### src/rtl/dq_pkg.sv
package dq_pkg;
    localparam int SLOT_COUNT = 4;
    localparam int PTR_W      = $clog2(SLOT_COUNT);
    localparam int WORD_COUNT = 4;
    localparam int WC_W       = $clog2(WORD_COUNT);

    localparam int ST_WR_LSB  = 0;
    localparam int ST_RD_LSB  = 4;
    localparam int ST_EMPTY   = 8;
    localparam int ST_FULL    = 9;
    localparam int ST_ERR     = 10;
    localparam int CTRL_CLR   = 0;
    localparam int NOTIFY_BIT = 16;

    typedef struct packed {
        logic [63:0] addr;
        logic [31:0] len;
        logic [31:0] flags;
    } desc_t;

    typedef struct packed {
        logic [PTR_W-1:0] wr;
        logic [PTR_W-1:0] rd;
        logic             full;
    } ring_ptr_t;

    typedef struct packed {
        logic [WC_W-1:0] wc;
        logic [31:0]     w0;
        logic [31:0]     w1;
        logic [31:0]     w2;
    } asm_st_t;

    typedef struct packed {
        logic ctrl;
        logic err;
    } csr_st_t;
endpackage

### src/rtl/dq_assembler.sv
module dq_assembler
    import dq_pkg::*;
(
    input  logic        clk,
    input  logic        rst_n,
    input  logic        clear,
    input  logic        word_we,
    input  logic [31:0] word_data,
    output logic        push,
    output desc_t       push_desc
);
    asm_st_t st_q, st_d;

    always_comb begin
        st_d = st_q;
        push = 1'b0;
        if (clear) begin
            st_d = '0;
        end else if (word_we) begin
            case (st_q.wc)
                WC_W'(0): st_d.w0 = word_data;
                WC_W'(1): st_d.w1 = word_data;
                WC_W'(2): st_d.w2 = word_data;
                default:  push = 1'b1;
            endcase
            st_d.wc = st_q.wc + WC_W'(1);
        end
        push_desc.addr  = {st_q.w1, st_q.w0};
        push_desc.len   = st_q.w2;
        push_desc.flags = word_data;
    end

    always_ff @(posedge clk or negedge rst_n) begin
        if (!rst_n) st_q <= '0;
        else        st_q <= st_d;
    end

    // each accepted word moves the counter by exactly one
    p_word_step_r2: assert property (@(posedge clk) disable iff (!rst_n)
        (word_we && !clear) |=> (st_q.wc == $past(st_q.wc) + WC_W'(1)));

    // a ring reset discards any partial descriptor
    p_count_clear_r7: assert property (@(posedge clk) disable iff (!rst_n)
        clear |=> (st_q.wc == '0));
endmodule

### src/rtl/dq_ring.sv
module dq_ring
    import dq_pkg::*;
(
    input  logic             clk,
    input  logic             rst_n,
    input  logic             clear,
    input  logic             push,
    input  desc_t            push_desc,
    input  logic             pop_ready,
    output logic             pop_valid,
    output desc_t            pop_desc,
    output logic [PTR_W-1:0] wr_ptr,
    output logic [PTR_W-1:0] rd_ptr,
    output logic             full,
    output logic             empty,
    output logic             overflow
);
    ring_ptr_t ptr_q, ptr_d;
    logic      accept;
    logic      fire;
    desc_t     slot_view [SLOT_COUNT];

    assign empty     = (ptr_q.wr == ptr_q.rd) && !ptr_q.full;
    assign pop_valid = !empty;
    assign fire      = pop_valid && pop_ready;
    assign accept    = push && !ptr_q.full;
    assign overflow  = push && ptr_q.full;

    always_comb begin
        ptr_d = ptr_q;
        if (clear) begin
            ptr_d = '0;
        end else begin
            if (accept) ptr_d.wr = ptr_q.wr + PTR_W'(1);
            if (fire)   ptr_d.rd = ptr_q.rd + PTR_W'(1);
            if (accept && !fire && (PTR_W'(ptr_q.wr + PTR_W'(1)) == ptr_q.rd))
                ptr_d.full = 1'b1;
            else if (fire && !accept)
                ptr_d.full = 1'b0;
        end
    end

    always_ff @(posedge clk or negedge rst_n) begin
        if (!rst_n) ptr_q <= '0;
        else        ptr_q <= ptr_d;
    end

    for (genvar g = 0; g < SLOT_COUNT; g++) begin : g_slot
        desc_t slot_q, slot_d;
        always_comb begin
            slot_d = slot_q;
            if (accept && !clear && ptr_q.wr == PTR_W'(g)) slot_d = push_desc;
        end
        always_ff @(posedge clk or negedge rst_n) begin
            if (!rst_n) slot_q <= '0;
            else        slot_q <= slot_d;
        end
        assign slot_view[g] = slot_q;
    end

    assign pop_desc = slot_view[ptr_q.rd];
    assign wr_ptr   = ptr_q.wr;
    assign rd_ptr   = ptr_q.rd;
    assign full     = ptr_q.full;

    // a full ring always has coinciding pointers
    p_full_ptrs_r4: assert property (@(posedge clk) disable iff (!rst_n)
        full |-> (wr_ptr == rd_ptr));

    // an overflowing push leaves the write pointer and full flag alone
    p_no_overflow_r5: assert property (@(posedge clk) disable iff (!rst_n)
        (overflow && !fire && !clear) |=> (full && wr_ptr == $past(wr_ptr)));

    // every pop advances the read slot by one
    p_pop_step_r8: assert property (@(posedge clk) disable iff (!rst_n)
        (fire && !clear) |=> (rd_ptr == $past(rd_ptr) + PTR_W'(1)));

    // ring reset zeroes both pointers and the full flag
    p_ring_clear_r7: assert property (@(posedge clk) disable iff (!rst_n)
        clear |=> (wr_ptr == '0 && rd_ptr == '0 && !full));
endmodule

### src/rtl/dq_csr.sv
module dq_csr
    import dq_pkg::*;
#(
    parameter int unsigned       ADDR_W   = 4,
    parameter logic [ADDR_W-1:0] CTRL_OFS = 'h0,
    parameter logic [ADDR_W-1:0] STAT_OFS = 'h4,
    parameter logic [ADDR_W-1:0] DESC_OFS = 'h8
) (
    input  logic              clk,
    input  logic              rst_n,
    input  logic              host_wr,
    input  logic [ADDR_W-1:0] host_addr,
    input  logic              wbit_clr,
    input  logic              wbit_err,
    output logic [31:0]       host_rdata,
    input  logic [PTR_W-1:0]  wr_ptr,
    input  logic [PTR_W-1:0]  rd_ptr,
    input  logic              full,
    input  logic              empty,
    input  logic              overflow,
    output logic              clear,
    output logic              desc_we
);
    csr_st_t st_q, st_d;
    logic    sel_ctrl, sel_stat, sel_desc;
    logic    err_clr;
    logic [31:0] status_word;

    assign sel_ctrl = (host_addr == CTRL_OFS);
    assign sel_stat = (host_addr == STAT_OFS);
    assign sel_desc = (host_addr == DESC_OFS);
    assign err_clr  = host_wr && sel_stat && wbit_err;
    assign clear    = st_q.ctrl || (host_wr && sel_ctrl && wbit_clr);
    assign desc_we  = host_wr && sel_desc;

    always_comb begin
        st_d = st_q;
        if (host_wr && sel_ctrl) st_d.ctrl = wbit_clr;
        if (overflow)            st_d.err  = 1'b1;
        else if (err_clr)        st_d.err  = 1'b0;
    end

    always_ff @(posedge clk or negedge rst_n) begin
        if (!rst_n) st_q <= '0;
        else        st_q <= st_d;
    end

    always_comb begin
        status_word = '0;
        status_word[ST_WR_LSB +: PTR_W] = wr_ptr;
        status_word[ST_RD_LSB +: PTR_W] = rd_ptr;
        status_word[ST_EMPTY]           = empty;
        status_word[ST_FULL]            = full;
        status_word[ST_ERR]             = st_q.err;
        host_rdata = '0;
        if (sel_stat)      host_rdata = status_word;
        else if (sel_ctrl) host_rdata[CTRL_CLR] = st_q.ctrl;
    end

    // an overflow always leaves the error flag raised
    p_err_set_r5: assert property (@(posedge clk) disable iff (!rst_n)
        overflow |=> st_q.err);

    // only a status write with the clear bit drops the error flag
    p_err_hold_r6: assert property (@(posedge clk) disable iff (!rst_n)
        (st_q.err && !err_clr) |=> st_q.err);

    // full and empty are never reported together
    p_flag_excl_r4: assert property (@(posedge clk) disable iff (!rst_n)
        !(full && empty));
endmodule

### src/rtl/desc_ring_queue.sv
module desc_ring_queue
    import dq_pkg::*;
#(
    parameter int unsigned       ADDR_W   = 4,
    parameter logic [ADDR_W-1:0] CTRL_OFS = 'h0,
    parameter logic [ADDR_W-1:0] STAT_OFS = 'h4,
    parameter logic [ADDR_W-1:0] DESC_OFS = 'h8
) (
    input  logic              clk,
    input  logic              rst_n,
    input  logic              host_wr,
    input  logic [ADDR_W-1:0] host_addr,
    input  logic [31:0]       host_wdata,
    output logic [31:0]       host_rdata,
    output logic              pop_valid,
    input  logic              pop_ready,
    output logic [63:0]       pop_addr,
    output logic [31:0]       pop_len,
    output logic [31:0]       pop_flags,
    output logic              pop_notify
);
    logic             clear, desc_we, push, overflow, full, empty;
    logic [PTR_W-1:0] wr_ptr, rd_ptr;
    desc_t            push_desc, head;

    dq_csr #(
        .ADDR_W  (ADDR_W),
        .CTRL_OFS(CTRL_OFS),
        .STAT_OFS(STAT_OFS),
        .DESC_OFS(DESC_OFS)
    ) i_csr (
        .clk       (clk),
        .rst_n     (rst_n),
        .host_wr   (host_wr),
        .host_addr (host_addr),
        .wbit_clr  (host_wdata[CTRL_CLR]),
        .wbit_err  (host_wdata[ST_ERR]),
        .host_rdata(host_rdata),
        .wr_ptr    (wr_ptr),
        .rd_ptr    (rd_ptr),
        .full      (full),
        .empty     (empty),
        .overflow  (overflow),
        .clear     (clear),
        .desc_we   (desc_we)
    );

    dq_assembler i_asm (
        .clk      (clk),
        .rst_n    (rst_n),
        .clear    (clear),
        .word_we  (desc_we),
        .word_data(host_wdata),
        .push     (push),
        .push_desc(push_desc)
    );

    dq_ring i_ring (
        .clk      (clk),
        .rst_n    (rst_n),
        .clear    (clear),
        .push     (push),
        .push_desc(push_desc),
        .pop_ready(pop_ready),
        .pop_valid(pop_valid),
        .pop_desc (head),
        .wr_ptr   (wr_ptr),
        .rd_ptr   (rd_ptr),
        .full     (full),
        .empty    (empty),
        .overflow (overflow)
    );

    assign pop_addr   = head.addr;
    assign pop_len    = head.len;
    assign pop_flags  = head.flags;
    assign pop_notify = head.flags[NOTIFY_BIT];
endmodule

### config.mk
export PLATFORM = sky130hd
export DESIGN_NAME = desc_ring_queue
export DESIGN_NICKNAME = d
export VERILOG_FILES = /design/src/rtl/dq_pkg.sv /design/src/rtl/dq_assembler.sv /design/src/rtl/dq_ring.sv /design/src/rtl/dq_csr.sv /design/src/rtl/desc_ring_queue.sv
export SDC_FILE = /design/constraint.sdc
export NUM_CORES = 1
export LEC_CHECK = 0
export BUFFER_PORTS_ARGS = -buffer_cell sky130_fd_sc_hd__buf_2
export CORE_MARGIN = 2
export CORE_UTILIZATION = 40
export DETAILED_ROUTE_END_ITERATION = 10
export SLEW_MARGIN = 10
export SYNTH_ARGS = -nofsm -noshare
export SYNTH_HDL_FRONTEND = slang
export SYNTH_SLANG_ARGS = --single-unit
### constraint.sdc
create_clock -name clk -period 2 [get_ports clk]
set_input_delay 0.3 -clock clk [delete_from_list [all_inputs] [get_ports clk]]
set_output_delay 0.3 -clock clk [all_outputs]
set_load 0.005 [all_outputs]
==> results of run 1 <==
==> metal layers <==
layer	share of wire [%]	vias to the layer above
met1	45	8554
met5	0	-
met3	4.6	90
met2	48	379
met4	2.9	0
li1	-	6822
==> through the flow <==
| stage | instance area [um^2] | power, mW |
|---|---|---|
| after detailed placement | 29400 | 17.4 |
| after floorplan | 27000 | 15.2 |
| after global routing | 32400 | 31.7 |
| final | 32400 | 30.5 |
| after global placement | 29400 | 17.4 |
| after CTS | 32300 | 31.1 |
==> placed cells by master (no fill, tap or decap), types with 2 or more instances in the layout <==
cell type	synthesis	layout
sky130_fd_sc_hd__dfrtp_1	617	614
sky130_fd_sc_hd__mux2_2	512	512
sky130_fd_sc_hd__nand2_1	203	199
sky130_fd_sc_hd__buf_2	27	136
sky130_fd_sc_hd__mux4_2	128	128
sky130_fd_sc_hd__a21oi_1	99	99
sky130_fd_sc_hd__clkbuf_16	0	70
sky130_fd_sc_hd__buf_12	0	65
sky130_fd_sc_hd__buf_4	30	43
sky130_fd_sc_hd__buf_6	52	41
sky130_fd_sc_hd__conb_1	1	25
sky130_fd_sc_hd__clkbuf_1	33	17
sky130_fd_sc_hd__clkbuf_8	0	14
sky130_fd_sc_hd__clkinv_2	0	9
sky130_fd_sc_hd__buf_16	0	9
sky130_fd_sc_hd__ha_1	8	7
sky130_fd_sc_hd__nor2_1	7	6
sky130_fd_sc_hd__nand3_1	7	5
sky130_fd_sc_hd__inv_1	5	5
sky130_fd_sc_hd__bufinv_16	0	4
sky130_fd_sc_hd__dlygate4sd3_1	0	4
sky130_fd_sc_hd__nand2b_1	4	3
sky130_fd_sc_hd__o21ai_0	3	3
sky130_fd_sc_hd__and2_1	4	3
sky130_fd_sc_hd__nand2_4	0	3
sky130_fd_sc_hd__inv_6	0	3
sky130_fd_sc_hd__xor2_1	3	2
sky130_fd_sc_hd__and3_1	4	2
sky130_fd_sc_hd__xnor2_1	2	2
sky130_fd_sc_hd__a31oi_1	2	2
sky130_fd_sc_hd__mux2i_1	2	2
sky130_fd_sc_hd__and3_2	0	2
sky130_fd_sc_hd__nand3_2	0	2
sky130_fd_sc_hd__dfrtp_4	0	2
sky130_fd_sc_hd__buf_8	0	2
==> area by class of cell <==
| cell class | count | area, um^2 | area share (%) |
|---|---|---|---|
| timing repair buffer | 303 | 3170 | 9.77 |
| clock buffer | 99 | 1960 | 6.04 |
| multi-input combinational | 1023 | 10500 | 32.4 |
| antenna | 1 | 2.50 | 0.00772 |
| inverter | 5 | 18.8 | 0.0579 |
| tap | 873 | 1090 | 3.37 |
| clock inverter | 18 | 228 | 0.702 |
| sequential | 617 | 15400 | 47.7 |
==> final timing paths <==
kind                                               endpoint  slack [ns]  depth (start not counted)
max in group asynchronous                  i_ring.rd_ptr[1]        0.95                          3
worst max register to register  i_ring.g_slot[3].slot_q[21]        0.03                          6
worst max-delay path                           pop_addr[53]       -0.50                          4
worst min register to register  i_ring.g_slot[2].slot_q[10]        0.50                          1
min in group asynchronous       i_ring.g_slot[0].slot_q[26]        0.21                          2
worst min-delay path                          i_csr.st_q[0]        0.05                          4
==> sequential cells by signal, indices dropped and copies added, names as in the netlist <==
register              count
i_csr.st_q                2
i_asm.push_desc          96
i_ring.rd_ptr             2
i_ring.full               1
i_ring.g_slot.slot_q    512
i_asm.st_q                2
i_ring.wr_ptr             2
==> power by group <==
part	switching, mW	leakage [nW]	internal [mW]
Combinational	2.69	6.40	2.73
Sequential	0.167	8.61	12.6
Clock	4.99	1.08	7.32
==> cell families after synthesis <==
logic type	synth area share, %
simple gates	3.59
fa+ha+maj	0.373
mux	32.3
flops	57.5
other cells	0.0140
buf+inv	4.12
compound gates	2.01
xor+xnor	0.163
==> repair_timing <==
action / CTS / global route
buffers inserted: 13 / 9
hold buffers: 4 / 0
hold endpoints to repair: 210 / 0
gates resized for setup: 50 / 32
endpoints found under the setup margin: 132 / 154
cloned: 9 / 2
==> worst register-to-register path: stages, from the launching register on <==
cell and delay, ns:
sky130_fd_sc_hd__dfrtp_1 0.40, sky130_fd_sc_hd__ha_2 0.21, sky130_fd_sc_hd__and4_1 0.14, sky130_fd_sc_hd__buf_4 0.17
sky130_fd_sc_hd__nand2_4 0.17, sky130_fd_sc_hd__buf_12 0.28, sky130_fd_sc_hd__mux2_2 0.45
==> impl_table.tex, run 1 <==
\begin{tabular}{lr}
\hline
Metric & Value \\
\hline
\multicolumn{2}{l}{\textbf{Drt}} \\
ANT nets after route & 0 \\
DR vias & 15845 \\
\# DRC & 0 \\
Iteration-0 DRC Markers & 1089 \\
Per-cell via count in the routed design & about 5.4 \\
Initial DRT Pass Iterations & 5 \\
Post-detailed-route wirelength per cell & 24.3 um \\
Routed wire length & 71300 um \\
\multicolumn{2}{l}{\textbf{Die}} \\
Floorplan Core Area & between 60000 and 70000 um\^{}2 \\
I/O pin cnt & about 200 \\
Overall die area & approximately 69000 um\^{}2 \\
Initial Utilization & 40.2\% \\
Y dimension of the die & 263 um \\
Horizontal extent of the die & 263 um \\
Placement Rows & 95 \\
\multicolumn{2}{l}{\textbf{Critical path}} \\
CP Buf/Inv Count & 3 \\
Critical register-to-register path startpoint & i\_asm.st\_q[96] \\
Series of cell instances along the critical path & buf\_4 > bufbuf\_16 > mux4\_2 > buf\_6 \\
Critical Path Start Type & flip-flop \\
WP data arrival & about 2.2 ns \\
Maximum net fanout on the critical path & 4 \\
Delay of the slowest cell on the worst path & around 0.52 ns \\
WS Path Type & flip-flop to output pin \\
Worst EP required & 1.70 ns \\
Source of the critical timing path & i\_ring.rd\_ptr[0] \\
Highest-delay cell along the critical path & sky130\_fd\_sc\_hd\_\_dfrtp\_4 \\
Nature of the critical path endpoint & output pin \\
Family with the most delay on the worst path & buffers and inverters \\
\multicolumn{2}{l}{\textbf{Synthesis}} \\
Count leader, synth & sky130\_fd\_sc\_hd\_\_dfrtp\_1 \\
Post-synthesis instance area & 26900 um\^{}2 \\
Cell count after synthesis & 1768 \\
Post-synthesis area per instance & between 15 and 20 um\^{}2 \\
Total of warnings raised by yosys & 0 \\
Flip-flop cell with the highest count after synthesis & sky130\_fd\_sc\_hd\_\_dfrtp\_1 \\
Most numerous cell types in the synthesized netlist & sky130\_fd\_sc\_hd\_\_dfrtp\_1 (617), sky130\_fd\_sc\_hd\_\_mux2\_2 (512), sky130\_fd\_sc\_hd\_\_nand2\_1 (203) \\
Cell type contributing the most total cell area after synthesis & sky130\_fd\_sc\_hd\_\_dfrtp\_1 \\
Async set-or-reset flop fraction in the synthesized netlist & 100\% \\
Synthesized flop and latch total & 617 \\
Area contributors post-synth & sky130\_fd\_sc\_hd\_\_dfrtp\_1 (57\%), sky130\_fd\_sc\_hd\_\_mux2\_2 (21\%), sky130\_fd\_sc\_hd\_\_mux4\_2 (11\%) \\
Proportion of synthesized chip area in sequential cells & 57.5\% \\
Distinct cells, synth & 33 \\
Post-synth EDFFs & 0 \\
Area share of the largest cell type after synthesis & 57.5\% \\
\multicolumn{2}{l}{\textbf{Run status}} \\
Outcome & complete, but fails checks \\
Failing checks & negative setup slack \\
\multicolumn{2}{l}{\textbf{Placed design}} \\
Final HPWL from detailed placement & $\sim$45000 um \\
Number of cells in the design after placement & 2790 \\
Placer congestion estimate & 0.735 \\
Worst-case setup slack after placement & 0.0666 ns \\
Count of port buffers added during placement & 176 \\
\multicolumn{2}{l}{\textbf{Clock tree}} \\
Clock Latency Late Sink & roughly 0.6 ns \\
Longest Clk Path Bufs & 3 \\
TritonCTS clock tree & yes \\
Register clock-pin slew on the reported worst setup and hold paths & around 0.06 ns \\
CTS buffer count & between 60 and 70 \\
Clock root cell & sky130\_fd\_sc\_hd\_\_clkbuf\_16 \\
Clk sink count & 617 \\
Number of H-tree levels & 3 \\
\multicolumn{2}{l}{\textbf{GRT}} \\
Maximum number of pins on one net before global-route repair & 88 \\
Wire length of the first global-routing pass & 109000 um \\
Met2 Usage GRT & roughly 33\% \\
Total global routing overflow & 0 \\
Busiest metal layer after global routing & met2 \\
Vias in the first global route & $\sim$17000 \\
Overall fraction of global-route tracks in use & roughly a fifth \\
Grt met3 use & 3.35\% \\
Antenna violations before repair & 1 \\
Met1 demand-to-capacity share in global routing & around 29\% \\
\multicolumn{2}{l}{\textbf{STA}} \\
Final Slew Violations & 0 \\
Post-Route Hold Slack & between 0.04 and 0.05 ns \\
Actual transition at the worst max-transition pin & 0.506 ns \\
Slew headroom & between 60\% and 70\% \\
Setup tns final & -53.77 ns \\
Fin crit share & 125\% \\
Count of endpoints failing hold in the final timing report & 0 \\
Setup slack of the critical path after layout & -0.500 ns \\
Fmax & 0.400 GHz \\
Final Critical Period & 2.50 ns \\
Final count of negative-setup-slack endpoints & $\sim$130 \\
RSZ-0062 raised after global routing & true \\
Clk\_skew & 0.0259 ns \\
\multicolumn{2}{l}{\textbf{Final layout}} \\
Post-layout instance count excluding filler cells & 2939 \\
Fillers & approximately 5700 \\
Share of final-layout standard cells stronger than drive strength 1 & 51.2\% \\
Net count, final & between 2000 and 2500 \\
Final core utilization & 48.5\% \\
Growth of design area from synthesis to finish & 20.7\% \\
\multicolumn{2}{l}{\textbf{Worst hold path}} \\
HP Class & input pin to flip-flop \\
Hold path startpoint & host\_addr[2] \\
\multicolumn{2}{l}{\textbf{Power and ir drop}} \\
Cell Pwr Density & 941 nW/um\^{}2 \\
Leak & roughly 16 nW \\
VDD IR-drop max & 0.000547 V \\
\multicolumn{2}{l}{\textbf{Run}} \\
Maxcap violations & 0 \\
\hline
\end{tabular}
Note: power is estimated with default switching activity, not from simulation.
==> run 2: changes to the inputs <==
--- a/config.mk
+++ b/config.mk
@@ -7,7 +7,7 @@
 export LEC_CHECK = 0
 export BUFFER_PORTS_ARGS = -buffer_cell sky130_fd_sc_hd__buf_2
 export CORE_MARGIN = 2
-export CORE_UTILIZATION = 40
+export CORE_UTILIZATION = 26
 export DETAILED_ROUTE_END_ITERATION = 10
 export SLEW_MARGIN = 10
 export SYNTH_ARGS = -nofsm -noshare
==> run 2 against run 1 <==
  * The run still ends with negative setup slack left
  * Count of clock-buffer cells in the layout is 1 higher
  * Wire length grew 8.6%
  * Global-route usage fell by 6.3 points
  * Critical endpoint is now pop_len[15]
  * Non-clock buffer count down 35
  * Sequential power barely moved
  * Core utilization is 17 points lower
  * Clock skew is 0.0016 ns lower
  * Via count about the same
  * Sequential share of layout area fell by 0.18 points
  * Critical path type unchanged
  * Maximum frequency decreased by 1.4%
==> impl_table.tex, run 2 (synthesis gave the netlist of run 1 again) <==
\begin{tabular}{lr}
\hline
Metric & Value \\
\hline
\multicolumn{2}{l}{\textbf{STA}} \\
Final count of negative-setup-slack endpoints & 132 \\
Final Critical Period & 2.54 ns \\
Setup slack of the critical path after layout & -0.537 ns \\
RSZ-0062 raised after global routing & true \\
Slew headroom & 57.1\% \\
Clk\_skew & $\sim$0.024 ns \\
Fin crit share & 127\% \\
Final Slew Violations & 0 \\
Count of endpoints failing hold in the final timing report & 0 \\
Fmax & 0.394 GHz \\
Actual transition at the worst max-transition pin & 0.644 ns \\
Setup tns final & -56.59 ns \\
\multicolumn{2}{l}{\textbf{GRT}} \\
Wire length of the first global-routing pass & 115000 um \\
Antenna violations before repair & 16 \\
Maximum number of pins on one net before global-route repair & 112 \\
Total global routing overflow & 0 \\
Vias in the first global route & 17177 \\
Overall fraction of global-route tracks in use & 14.5\% \\
\multicolumn{2}{l}{\textbf{Drt}} \\
Post-detailed-route wirelength per cell & 22.8 um \\
Per-cell via count in the routed design & 4.66 \\
DR vias & roughly 16000 \\
Iteration-0 DRC Markers & 974 \\
\# DRC & 0 \\
ANT nets after route & 0 \\
Initial DRT Pass Iterations & 5 \\
Routed wire length & 77400 um \\
\multicolumn{2}{l}{\textbf{Die}} \\
I/O pin cnt & 202 \\
Overall die area & about 110000 um\^{}2 \\
Placement Rows & 117 \\
Initial Utilization & between 20\% and 30\% \\
Y dimension of the die & roughly 330 um \\
Horizontal extent of the die & 325 um \\
Floorplan Core Area & 102000 um\^{}2 \\
\multicolumn{2}{l}{\textbf{Power and ir drop}} \\
Clock power frac & approximately two fifths \\
Register share of total power & 42.0\% \\
Combinational share of power & 17.3\% \\
Switch Pwr & a little under 8 mW \\
Leak & 15.9 nW \\
Cell Pwr Density & 936 nW/um\^{}2 \\
Total internal power & 22.5 mW \\
VDD IR-drop max & 0.000547 V \\
Fraction of power spent switching nets & between 20\% and 30\% \\
\multicolumn{2}{l}{\textbf{Clock tree}} \\
Clock Latency Late Sink & 0.61 ns \\
Clock root cell & sky130\_fd\_sc\_hd\_\_clkbuf\_16 \\
CTS buffer count & 67 \\
Number of H-tree levels & 3 \\
Longest Clk Path Bufs & 3 \\
TritonCTS clock tree & yes \\
Register clock-pin slew on the reported worst setup and hold paths & 0.06 ns \\
Clk sink count & 617 \\
\multicolumn{2}{l}{\textbf{Run status}} \\
Failing checks & negative setup slack \\
Outcome & complete, but fails checks \\
\multicolumn{2}{l}{\textbf{Final layout}} \\
Growth of design area from synthesis to finish & 21.1\% \\
Total area of multi-input combinational cells & 10500 um\^{}2 \\
Fillers & 10067 \\
Max reg flops & 512 \\
Commonest non-fill, non-tap cell in the layout & sky130\_fd\_sc\_hd\_\_dfrtp\_1 \\
Net count, final & 2030 \\
Register name with the most flops & i\_ring.g\_slot.slot\_q \\
Commonest non-fill, non-tap cells in the layout & sky130\_fd\_sc\_hd\_\_dfrtp\_1 (613), sky130\_fd\_sc\_hd\_\_mux2\_2 (512), sky130\_fd\_sc\_hd\_\_nand2\_1 (199) \\
Final core utilization & 31.8\% \\
Sequential cell area in the final layout & 15400 um\^{}2 \\
Share of final-layout standard cells stronger than drive strength 1 & about 50\% \\
\multicolumn{2}{l}{\textbf{Critical path}} \\
Critical Path Start Type & flip-flop \\
WP data arrival & $\sim$2.2 ns \\
Nature of the critical path endpoint & output pin \\
WS Path Type & flip-flop to output pin \\
CP Buf/Inv Count & 4 \\
Maximum net fanout on the critical path & 5 \\
Series of cell instances along the critical path & buf\_12 > buf\_12 > buf\_16 > mux4\_2 > buf\_2 \\
Cell occurring most often along the worst timing path & sky130\_fd\_sc\_hd\_\_buf\_12 \\
Delay of the slowest cell on the worst path & 0.53 ns \\
Worst EP required & about 1.7 ns \\
Highest-delay cell along the critical path & sky130\_fd\_sc\_hd\_\_dfrtp\_4 \\
Family with the most delay on the worst path & buffers and inverters \\
\multicolumn{2}{l}{\textbf{Placed design}} \\
Placer congestion estimate & about 0.77 \\
Count of port buffers added during placement & 176 \\
Final HPWL from detailed placement & 50600 um \\
\multicolumn{2}{l}{\textbf{Worst hold path}} \\
HP Class & input pin to flip-flop \\
\multicolumn{2}{l}{\textbf{Run}} \\
Maxcap violations & 0 \\
\hline
\end{tabular}
-- run 2: worst register-to-register path, delay by kind of cell, from the launching register on --
| kind | cells | cell delay (ns) |
|---|---|---|
| buf+inv | 1 | 0.27 |
| flops | 1 | 0.42 |
| fa+ha+maj | 1 | 0.24 |
| simple gates | 2 | 0.49 |
| mux | 1 | 0.42 |
-- run 2: per-layer routing --
metal	part of all wire, %	global-route usage [%]	vias to the layer above
li1	-	-	6766
met1	42	19.1	8505
met2	47	23.0	415
met3	7.5	4.34	125
met4	3.1	4.75	22
met5	0.18	0	-
-- run 2: worst paths after layout --
kind	from	end	slack [ns]	cells past startpoint
worst max-delay path	i_ring.rd_ptr[0]	pop_len[15]	-0.54	5
worst min-delay path	host_wdata[31]	i_asm.push_desc[63]	0.05	3
worst max register to register	i_asm.st_q[97]	i_ring.g_slot[2].slot_q[5]	0.04	5
worst min register to register	i_ring.g_slot[2].slot_q[127]	i_ring.g_slot[2].slot_q[127]	0.50	1
max in group asynchronous	rst_n	i_ring.g_slot[3].slot_q[73]	0.90	3
min in group asynchronous	rst_n	i_ring.g_slot[1].slot_q[113]	0.16	2
-- run 2: metrics by stage --
| stage | hold WS (ns) | power [mW] | setup WS [ns] | instance area [um^2] | cells |
|---|---|---|---|---|---|
| 6_report | 0.0508 | 30.5 | -0.537 | 32500 | 3398 |
| 5_1_grt | 0.0338 | 31.7 | -0.591 | 32500 | 3397 |
| 4_1_cts | 0.0121 | 30.8 | -0.593 | 32400 | 3395 |
| 3_5_place_dp | 0.180 | 16.9 | -0.0271 | 29500 | 3256 |
| 3_3_place_gp | 0.184 | 16.9 | 0.0255 | 29500 | 3256 |
| 2_1_floorplan | 0.00441 | 15.2 | 0.170 | 27000 | 1792 |
-- run 2: layout make-up --
type,count,share of cell area (%)
flip-flops and latches,617,47.5
multi-input cells,1023,32.2
repair buffers,268,8.21
clock buffers,100,6.03
well taps,1368,5.26
clock inverters,16,0.734
inverters,5,0.0577
diodes,1,0.00769
-- run 2: timing repair --
action                                  CTS  global route
hold endpoints to repair                193             0
hold buffers                              2             0
buffers inserted                         10             2
endpoints found under the setup margin  134           140
resized for setup                        47            27
cloned                                   11             3
-- run 2: power groups by stage --
stage,Combinational (mW),Sequential [mW],Clock [mW]
global placement,3.91,13.0,0
floorplan,2.36,12.9,0
global route,5.59,12.8,13.3
detailed placement,3.93,13.0,0
finish,5.26,12.8,12.4
CTS,5.30,12.8,12.7
==> run 3: changes to the inputs <==
--- a/config.mk
+++ b/config.mk
@@ -9,6 +9,7 @@
 export CORE_MARGIN = 2
 export CORE_UTILIZATION = 26
 export DETAILED_ROUTE_END_ITERATION = 10
+export SETUP_SLACK_MARGIN = 0.1
 export SLEW_MARGIN = 10
 export SYNTH_ARGS = -nofsm -noshare
 export SYNTH_HDL_FRONTEND = slang
==> run 3 against run 2 <==
  * The run still ends with negative setup slack left
  * Register-to-register slack better by 0.11 ns
  * First-iteration DRC count up 4.1%
  * Sequential cell count did not move
  * Final area rose by 1.2%
  * Count of clock-buffer cells in the layout unchanged
  * Combinational power up 3%
  * Non-clock buffer count grew 19
  * Die area is the same
  * Wire length up 1.9%
  * Maximum frequency is essentially flat
  * Critical path depth fell by 1
  * Clock skew shrank 0.0011 ns
  * Critical path type unchanged
  * Critical endpoint is now pop_flags[3]
==> impl_table.tex, run 3 (synthesis gave the netlist of run 1 again) <==
\begin{tabular}{lr}
\hline
Metric & Value \\
\hline
\multicolumn{2}{l}{\textbf{Drt}} \\
Initial DRT Pass Iterations & 5 \\
DR vias & 15932 \\
Post-detailed-route wirelength per cell & 23.1 um \\
ANT nets after route & 0 \\
\# DRC & 0 \\
Iteration-0 DRC Markers & 1014 \\
Routed wire length & 78900 um \\
Per-cell via count in the routed design & around 4.7 \\
\multicolumn{2}{l}{\textbf{Critical path}} \\
Nature of the critical path endpoint & output pin \\
Highest-delay cell along the critical path & sky130\_fd\_sc\_hd\_\_mux4\_2 \\
Series of cell instances along the critical path & buf\_12 > bufbuf\_16 > mux4\_2 > buf\_2 \\
Family with the most delay on the worst path & buffers and inverters \\
WP data arrival & approximately 2.2 ns \\
Delay of the slowest cell on the worst path & 0.54 ns \\
Critical Path Start Type & flip-flop \\
Worst EP required & around 1.7 ns \\
CP Buf/Inv Count & 3 \\
WS Path Type & flip-flop to output pin \\
Maximum net fanout on the critical path & 5 \\
\multicolumn{2}{l}{\textbf{Power and ir drop}} \\
Leak & 16.0 nW \\
VDD IR-drop max & 0.000552 V \\
Fraction of power spent switching nets & 26.2\% \\
Register share of total power & roughly two fifths \\
Switch Pwr & 8.02 mW \\
Total internal power & 22.6 mW \\
Cell Pwr Density & 930 nW/um\^{}2 \\
Combinational share of power & 17.7\% \\
Clock power frac & between 40\% and 50\% \\
\multicolumn{2}{l}{\textbf{Final layout}} \\
Net count, final & approximately 2000 \\
Max reg flops & 512 \\
Commonest non-fill, non-tap cell in the layout & sky130\_fd\_sc\_hd\_\_dfrtp\_1 \\
Share of final-layout standard cells stronger than drive strength 1 & 51.1\% \\
Register name with the most flops & i\_ring.g\_slot.slot\_q \\
Commonest non-fill, non-tap cells in the layout & sky130\_fd\_sc\_hd\_\_dfrtp\_1 (613), sky130\_fd\_sc\_hd\_\_mux2\_2 (512), sky130\_fd\_sc\_hd\_\_nand2\_1 (199) \\
Growth of design area from synthesis to finish & 22.6\% \\
Final core utilization & 32.2\% \\
\multicolumn{2}{l}{\textbf{STA}} \\
Fin crit share & 127\% \\
Final count of negative-setup-slack endpoints & 132 \\
Clk\_skew & 0.0232 ns \\
Actual transition at the worst max-transition pin & about 0.64 ns \\
Count of endpoints failing hold in the final timing report & 0 \\
Post-Route Hold Slack & 0.0459 ns \\
Final Slew Violations & 0 \\
Final Critical Period & 2.54 ns \\
Setup tns final & -58.12 ns \\
RSZ-0062 raised after global routing & true \\
Setup slack of the critical path after layout & -0.538 ns \\
Fmax & 0.394 GHz \\
Slew headroom & 57.1\% \\
\multicolumn{2}{l}{\textbf{GRT}} \\
Wire length of the first global-routing pass & 117000 um \\
Total global routing overflow & 0 \\
Antenna violations before repair & 16 \\
Overall fraction of global-route tracks in use & 14.8\% \\
Maximum number of pins on one net before global-route repair & around 110 \\
Vias in the first global route & approximately 17000 \\
\multicolumn{2}{l}{\textbf{Clock tree}} \\
Clock root cell & sky130\_fd\_sc\_hd\_\_clkbuf\_16 \\
Clk sink count & approximately 600 \\
TritonCTS clock tree & yes \\
CTS buffer count & 67 \\
Number of H-tree levels & 3 \\
Longest Clk Path Bufs & 3 \\
Clock Latency Late Sink & 0.61 ns \\
Register clock-pin slew on the reported worst setup and hold paths & 0.06 ns \\
\multicolumn{2}{l}{\textbf{Placed design}} \\
Final HPWL from detailed placement & 50600 um \\
Count of port buffers added during placement & 176 \\
Worst-case setup slack after placement & -0.0271 ns \\
Placer congestion estimate & 0.775 \\
\multicolumn{2}{l}{\textbf{Die}} \\
Floorplan Core Area & between 100000 and 150000 um\^{}2 \\
Placement Rows & 117 \\
Overall die area & 106000 um\^{}2 \\
Initial Utilization & 26.3\% \\
Horizontal extent of the die & 325 um \\
I/O pin cnt & 202 \\
Y dimension of the die & 325 um \\
\multicolumn{2}{l}{\textbf{Worst hold path}} \\
HP Class & input pin to flip-flop \\
\multicolumn{2}{l}{\textbf{Run status}} \\
Failing checks & negative setup slack \\
Outcome & complete, but fails checks \\
\multicolumn{2}{l}{\textbf{Run}} \\
Maxcap violations & 0 \\
\hline
\end{tabular}
==> run 3: per-layer routing <==
| metal | up-vias | GRT usage (%) | share of wire (%) |
|---|---|---|---|
| met1 | 8549 | 19.5 | 42 |
| met5 | - | 0 | 0.17 |
| met3 | 124 | 4.34 | 7.6 |
| met4 | 22 | 4.62 | 3.0 |
| li1 | 6815 | - | - |
| met2 | 422 | 23.3 | 47 |
==> run 3: cell type report <==
class                   instances  area (um^2)
clock buffers                 100         1960
fillers                     10034        69200
multi-input cells            1023        10500
flip-flops and latches        617        15400
diodes                          2         5.00
well taps                    1368         1710
repair buffers                287         3010
clock inverters                16          239
inverters                       5         18.8
==> run 3: path summary, 6_finish.rpt <==
check	start	to	slack (ns)	cells after the start
worst max-delay path	i_ring.rd_ptr[0]	pop_flags[3]	-0.54	4
worst min-delay path	host_wr	i_csr.st_q[0]	0.05	4
worst max register to register	i_ring.wr_ptr[0]	i_ring.g_slot[1].slot_q[35]	0.15	6
worst min register to register	i_ring.g_slot[2].slot_q[127]	i_ring.g_slot[2].slot_q[127]	0.50	1
max in group asynchronous	rst_n	i_ring.wr_ptr[1]	0.90	3
min in group asynchronous	rst_n	i_ring.g_slot[3].slot_q[37]	0.16	2
==> run 3: metrics by stage <==
step | std cells | cell area (um^2) | total power [mW]
3_5_place_dp | 3256 | 29500 | 16.9
2_1_floorplan | 1792 | 27000 | 15.2
3_3_place_gp | 3256 | 29500 | 16.9
5_1_grt | 3416 | 32900 | 31.8
4_1_cts | 3399 | 32600 | 30.8
6_report | 3418 | 32900 | 30.6
==> run 3: tightest hold or removal path, cell delays in order <==
cell and delay, ns:
sky130_fd_sc_hd__buf_2 0.10, sky130_fd_sc_hd__nand2b_1 0.06, sky130_fd_sc_hd__o21ai_0 0.07, sky130_fd_sc_hd__o21ai_0 0.06
==> run 3: what timing repair did <==
| action | CTS | global route |
|---|---|---|
| hold buffers | 2 | 0 |
| hold endpoints to repair | 193 | 0 |
| pin swaps | 0 | 3 |
| endpoints found under the setup margin | 576 | 188 |
| cloned | 15 | 4 |
| setup buffers | 10 | 15 |
| gates resized for setup | 60 | 31 |
==> run 3: power groups by stage <==
stage               Sequential [mW]  Clock [mW]  Combinational [mW]
global placement               13.0           0                3.91
floorplan                      12.9           0                2.36
CTS                            12.8        12.7                5.30
finish                         12.8        12.4                5.41
detailed placement             13.0           0                3.93
global route                   12.8        13.3                5.74
